File: src/rtl/colgen_pkg.sv
package colgen_pkg;

  typedef enum logic [2:0] {
    LEN_1    = 3'd0,
    LEN_2    = 3'd1,
    LEN_4    = 3'd2,
    LEN_8    = 3'd3,
    LEN_PAGE = 3'd7
  } len_code_e;

  localparam int unsigned MAX_FIXED_LOG2 = 3;

endpackage

File: src/rtl/colgen_mask.sv
// Turns a burst length code into a wrap mask (equal to length-1 for
// fixed bursts, all ones for full page) and a full-page flag.
module colgen_mask #(
  parameter int unsigned COL_W = 9
) (
  input  logic [2:0]       code,
  output logic [COL_W-1:0] wrap_mask,
  output logic             full_page
);
  import colgen_pkg::*;

  logic       fixed_ok;
  logic [1:0] fixed_log2;

  always_comb begin
    full_page  = (code == LEN_PAGE);
    fixed_ok   = (code <= LEN_8);
    fixed_log2 = code[1:0];
  end

  for (genvar i = 0; i < COL_W; i++) begin : g_bit
    if (i < MAX_FIXED_LOG2) begin : g_low
      assign wrap_mask[i] = full_page | (fixed_ok & (2'(i) < fixed_log2));
    end else begin : g_high
      assign wrap_mask[i] = full_page;
    end
  end

endmodule

File: src/rtl/colgen_addr_mix.sv
// Combines the frozen start column with the beat count: counting order
// adds, XOR order flips. Bits outside the wrap mask keep the start value.
module colgen_addr_mix #(
  parameter int unsigned COL_W = 9
) (
  input  logic [COL_W-1:0] base_col,
  input  logic [COL_W-1:0] beat_cnt,
  input  logic [COL_W-1:0] wrap_mask,
  input  logic             xor_mode,
  output logic [COL_W-1:0] col
);
  logic [COL_W-1:0] sum_col;

  assign sum_col = base_col + beat_cnt;

  for (genvar i = 0; i < COL_W; i++) begin : g_bit
    assign col[i] = wrap_mask[i] ? (xor_mode ? (base_col[i] ^ beat_cnt[i]) : sum_col[i])
                                 : base_col[i];
  end

endmodule

File: src/rtl/colgen_ctrl.sv
// Burst state: captured configuration and beat counter. Exposes the
// next-state values so the top can register its outputs from them.
module colgen_ctrl #(
  parameter int unsigned COL_W = 9
) (
  input  logic             clk,
  input  logic             rst,
  input  logic             start,
  input  logic             stop,
  input  logic [COL_W-1:0] start_col,
  input  logic             bank_sel,
  input  logic [2:0]       len_code,
  input  logic             ilv_order,
  output logic             nx_active,
  output logic [COL_W-1:0] nx_cnt,
  output logic [COL_W-1:0] nx_base,
  output logic [COL_W-1:0] nx_mask,
  output logic             nx_bank,
  output logic             nx_xor,
  output logic             nx_last
);
  logic             act_q;
  logic [COL_W-1:0] cnt_q;
  logic [COL_W-1:0] base_q;
  logic [COL_W-1:0] mask_q;
  logic             bank_q;
  logic             xor_q;
  logic             full_q;
  logic             nx_full;

  logic [COL_W-1:0] in_mask;
  logic             in_full;
  logic             at_end;

  colgen_mask #(.COL_W(COL_W)) u_mask (
    .code      (len_code),
    .wrap_mask (in_mask),
    .full_page (in_full)
  );

  assign at_end = !full_q && (cnt_q == mask_q);

  always_comb begin
    nx_active = act_q;
    nx_cnt    = cnt_q;
    nx_base   = base_q;
    nx_mask   = mask_q;
    nx_bank   = bank_q;
    nx_xor    = xor_q;
    nx_full   = full_q;
    if (start) begin
      nx_active = 1'b1;
      nx_cnt    = '0;
      nx_base   = start_col;
      nx_mask   = in_mask;
      nx_bank   = bank_sel;
      nx_xor    = ilv_order & !in_full;
      nx_full   = in_full;
    end else if (act_q) begin
      if (stop || at_end) begin
        nx_active = 1'b0;
      end else begin
        nx_cnt = cnt_q + 1'b1;
      end
    end
    nx_last = nx_active && !nx_full && (nx_cnt == nx_mask);
  end

  always_ff @(posedge clk) begin
    if (rst) begin
      act_q  <= 1'b0;
      cnt_q  <= '0;
      base_q <= '0;
      mask_q <= '0;
      bank_q <= 1'b0;
      xor_q  <= 1'b0;
      full_q <= 1'b0;
    end else begin
      act_q  <= nx_active;
      cnt_q  <= nx_cnt;
      base_q <= nx_base;
      mask_q <= nx_mask;
      bank_q <= nx_bank;
      xor_q  <= nx_xor;
      full_q <= nx_full;
    end
  end

endmodule

File: src/rtl/sdram_burst_colgen.sv
module sdram_burst_colgen #(
  parameter int unsigned COL_W = 9
) (
  input  logic             clk,
  input  logic             rst,
  input  logic             start,
  input  logic             stop,
  input  logic [COL_W-1:0] start_col,
  input  logic             bank_sel,
  input  logic [2:0]       len_code,
  input  logic             ilv_order,
  output logic [COL_W-1:0] col_out,
  output logic             bank_out,
  output logic             beat_valid,
  output logic             beat_last
);
  logic             nx_active;
  logic [COL_W-1:0] nx_cnt;
  logic [COL_W-1:0] nx_base;
  logic [COL_W-1:0] nx_mask;
  logic             nx_bank;
  logic             nx_xor;
  logic             nx_last;
  logic [COL_W-1:0] nx_col;

  colgen_ctrl #(.COL_W(COL_W)) u_ctrl (
    .clk       (clk),
    .rst       (rst),
    .start     (start),
    .stop      (stop),
    .start_col (start_col),
    .bank_sel  (bank_sel),
    .len_code  (len_code),
    .ilv_order (ilv_order),
    .nx_active (nx_active),
    .nx_cnt    (nx_cnt),
    .nx_base   (nx_base),
    .nx_mask   (nx_mask),
    .nx_bank   (nx_bank),
    .nx_xor    (nx_xor),
    .nx_last   (nx_last)
  );

  colgen_addr_mix #(.COL_W(COL_W)) u_mix (
    .base_col  (nx_base),
    .beat_cnt  (nx_cnt),
    .wrap_mask (nx_mask),
    .xor_mode  (nx_xor),
    .col       (nx_col)
  );

  always_ff @(posedge clk) begin
    if (rst) begin
      col_out    <= '0;
      bank_out   <= 1'b0;
      beat_valid <= 1'b0;
      beat_last  <= 1'b0;
    end else begin
      col_out    <= nx_col;
      bank_out   <= nx_bank;
      beat_valid <= nx_active;
      beat_last  <= nx_last;
    end
  end

endmodule

File: config.mk
export PLATFORM = sky130hd
export DESIGN_NAME = sdram_burst_colgen
export DESIGN_NICKNAME = d
export VERILOG_FILES = /design/src/rtl/colgen_pkg.sv /design/src/rtl/colgen_mask.sv /design/src/rtl/colgen_addr_mix.sv /design/src/rtl/colgen_ctrl.sv /design/src/rtl/sdram_burst_colgen.sv
export SDC_FILE = /design/constraint.sdc
export NUM_CORES = 1
export LEC_CHECK = 0
export BUFFER_PORTS_ARGS = -buffer_cell sky130_fd_sc_hd__clkbuf_2
export CAP_MARGIN = 20
export CORE_AREA = 8 8 106 60
export DETAILED_ROUTE_END_ITERATION = 12
export DIE_AREA = 0 0 114 68
export GPL_TIMING_DRIVEN = 0
export PLACE_DENSITY = 0.74
export SYNTH_ARGS = -nofsm -noshare
export SYNTH_HDL_FRONTEND = slang
export SYNTH_SLANG_ARGS = --single-unit
File: constraint.sdc
create_clock -name clk -period 3.64 [get_ports clk]
set_input_delay 0.546 -clock clk [delete_from_list [all_inputs] [get_ports clk]]
set_output_delay 0.546 -clock clk [all_outputs]
set_load 0.03 [all_outputs]
==> impl_metrics.tcl <==
set metrics [dict create \
    design_area_um2 2780 \
    avgSynthCellArea_um2 8.61 \
    pwr-share-comb_pct 18.2 \
    cts_inserted_buffers 5 \
    dieWidth_um 114 \
    drc 0 \
    synth_seq_area_share_pct 35.4 \
    grt_overflow 0 \
    crit_fanout 7 \
    layout-drive-gt1-share_pct 25.6 \
    power.density_nw_per_um2 348 \
    fillers 479 \
    vdd.ir_drop.worst_v 0.000173 \
    syn_area_um2 2320 \
    finalPower_w 0.000969 \
    max_slew_margin_pct 57.1 \
    p_int_w 0.000686 \
    die_y_um 68 \
    rows 19 \
    cts-root-buf "clkbuf_8" \
    crit_top_cell "inv_1" \
    seq_area_um2 827 \
    worst_slack_ns 0.104 \
    max_freq_ghz 0.283 \
    ys_top_cells_by_area "dfxtp_1 (35%), xor2_1 (8.3%), nor2_1 (7.0%)" \
    worstSkewPairLatency_ns 0.31 \
    grtUsageMet2_pct 23.4 \
    dpl_worst_slack_ns -0.558 \
    worst_pin_slew_ns 0.637 \
    top_usage_layer "met2" \
    grt_use_total_pct 15.9 \
    multi_input_area_um2 1500 \
    hold_viol 0 \
    finalCritPeriodShare_pct 97.1 \
    grt_max_degree 20 \
    drt-initial-drc-count 109 \
    postRouteAntennaNets 0 \
    htree_levels 2 \
    pwr-share-clk_pct 32.2 \
    path_cells "xor2_1 > nor4_4 > buf_4 > a21oi_1 > nor3_4 > inv_1 > ha_1 > inv_1 > o31ai_1 > a311oi_2 > nor2_1 > a41oi_2 > mux2i_2 > mux2_1" \
    outcome "finished, final reports clean" \
    route.vias.total 2029 \
    gr-usage-met3_pct 6.07 \
    antenna_found_initial 0 \
    drv_slew 0 \
    cts_tree "done" \
    ys_warn_count 0 \
    maxCapViolations 0 \
    cp_slowest_cell "o31ai_1" \
    cp.required_ns 3.83 \
    cts_sinks 41 \
    end_kind "flop" \
    mappedNetlistNets 294 \
    synth_cell_types 48 \
    initial_utilization_pct 46.0 \
    cts.reportedPaths.clkPinSlew_ns 0.08 \
    leakage_nw 1.19 \
    place_hpwl_mm 4.39 \
    grt_pass1_vias 1926 \
    utilization_pct 55.2 \
    core_um2 5040 \
    hold_buffers 0 \
    cp_data_arrival_time_ns 3.73 \
    hp-class "input port to flop" \
    cp.buffers_inverters 3 \
    setup.worst_path.class "flop to flop" \
    area_growth_syn_to_layout_pct 20.1 \
    via_per_inst 5.27 \
    yosysTopAreaCell "dfxtp_1" \
    dr.pass1.iters 4 \
    pin_count 30 \
    finalSetupViolations 0 \
    grtUsageMet1_pct 21.7 \
    synth_top_cell_area_share_pct 35.4 \
    sequentialPowerShare_pct 49.6 \
    synthArstFlopShare_pct 0 \
    critPathMaxStageDelay_ns 0.40 \
    synth_seq_cells 41 \
    cp-start-kind "flop" \
    die-area_um2 7750 \
    crit_family "simple AND/OR/NAND/NOR gates" \
    fin_skew_ns 0.0112 \
    grt_pass1_wl_mm 9.52 \
    synth_edf_count 0 \
    syn_inst 269 \
    synth_ff_type "dfxtp_1" \
    p_sw_w 0.000283 \
    sw_frac_of_total_pct 29.2 \
    io_buffer_count 28 \
    period_minus_slack_ns 3.54 \
    num_antenna_cells 0 \
    final_nets 337 \
    drt_wl_total_mm 5.89 \
    wl_per_cell_um 15.3 \
    gp_congestion 0.975 \
    clockBufferDepth 2 \
    placed_cell_area_um2 2550 \
]
## repair_timing
action | in CTS | in global routing
hold endpoints to repair | 0 | 0
pin swaps | 2 | 7
buffers inserted | 2 | 7
gates resized for setup | 3 | 17
setup endpoints to repair | 1 | 1
cloned | 0 | 0
## power groups by stage
stage | logic, W | clock network [W] | registers, W
finish | 0.000177 | 0.000312 | 0.000481
global route | 0.000193 | 0.000342 | 0.000483
CTS | 0.000171 | 0.000323 | 0.000480
detailed placement | 0.000165 | 0 | 0.000491
global placement | 0.000162 | 0 | 0.000490
floorplan | 0.000101 | 0 | 0.000507
## layer usage
metal	wire, um	part of all wire, %
met1	2800	48
met2	2460	42
met3	592	10
met4	32	0.54
met5	0	0
## cells by family after synthesis
kind of cell / after synthesis / synth area share (%)
AO/OA/AOI/OAI: 44 / 12.7
XOR/XNOR: 31 / 11.7
adder cells (fa/ha/maj): 7 / 3.78
buffers and inverters: 19 / 3.13
flip-flops: 41 / 35.4
multiplexers: 16 / 7.29
AND/OR/NAND/NOR: 111 / 25.9
## per-stage QoR
step | cells | hold slack [ns] | setup TNS (ns)
2_1_floorplan | 269 | 0.475 | 0
3_3_place_gp | 370 | 0.479 | -0.540
3_5_place_dp | 370 | 0.486 | -0.602
4_1_cts | 378 | 0.474 | 0
5_1_grt | 385 | 0.498 | -0.00383
6_report | 385 | 0.471 | 0
## flip-flops by register name, indices dropped and copies added, names as in the netlist
register / cells
col_out: 9
u_ctrl.mask_q: 9
u_ctrl.full_q: 1
beat_last: 1
u_ctrl.act_q: 1
u_ctrl.bank_q: 1
u_ctrl.xor_q: 1
u_ctrl.base_q: 9
u_ctrl.cnt_q: 9
## placed cells by master (no fill, tap or decap), drive strengths merged, types with 9 or more instances in the layout
cell    netlist  layout
a21oi        11      11
buf           3      13
o21ai        12      12
inv          10      10
dfxtp        41      41
nor2         43      43
xor2         22      22
mux2i         9       9
nand2        16      16
xnor2         9       9
clkbuf        6      38
nor3          9       9
## worst reg2reg max path, stage by stage (launching register included)
cell and delay (ns):
dfxtp_2 0.35, xor2_1 0.17, nor4_4 0.36, buf_4 0.22, a21oi_1 0.10, nor3_4 0.29, inv_1 0.08, ha_1 0.32
inv_1 0.05, o31ai_1 0.40, a311oi_2 0.09, nor2_1 0.21, a41oi_2 0.17, mux2i_2 0.28, mux2_1 0.34
## final timing paths
check                               end  slack (ns)  cells past startpoint                  startpoint
max               col_out[8]$_SDFF_PP0_        0.10                     14  u_ctrl.cnt_q[3]$_SDFF_PP0_
min          u_ctrl.bank_q$_SDFFE_PP0P_        0.47                      3                    bank_sel
min reg2reg  u_ctrl.bank_q$_SDFFE_PP0P_        0.50                      2  u_ctrl.bank_q$_SDFFE_PP0P_
max reg2reg       col_out[8]$_SDFF_PP0_        0.10                     14  u_ctrl.cnt_q[3]$_SDFF_PP0_
## cells in the mapped netlist (2+ instances only)
library cell / count
and4_1: 3
xnor2_1: 9
or4_1: 2
mux2i_1: 9
and2_1: 6
nor4_4: 2
nor2b_1: 8
nor3_4: 2
xor2_1: 22
a21oi_1: 11
a31oi_1: 4
buf_1: 2
or2_2: 2
ha_1: 7
nand2b_1: 5
nand2_1: 16
a211oi_1: 2
o22a_1: 2
o21ai_0: 8
dfxtp_1: 41
nor3_1: 6
or2_1: 2
and3_1: 2
inv_1: 10
o31ai_1: 3
mux2_2: 6
clkbuf_1: 6
o21ai_1: 4
nor2_1: 43
nand3_1: 5
nand4_1: 2
## final cells by class
cell class                 instances  share of cell area [%]
multi-input combinational        209                    53.7
sequential                        41                    29.7
timing repair buffer              37                    7.46
tap                               73                    3.28
clock buffer                       6                    2.97
inverter                          10                    1.35
buffer                             8                    1.21
clock inverter                     1                   0.270
Power figures use the tool's default switching activity.
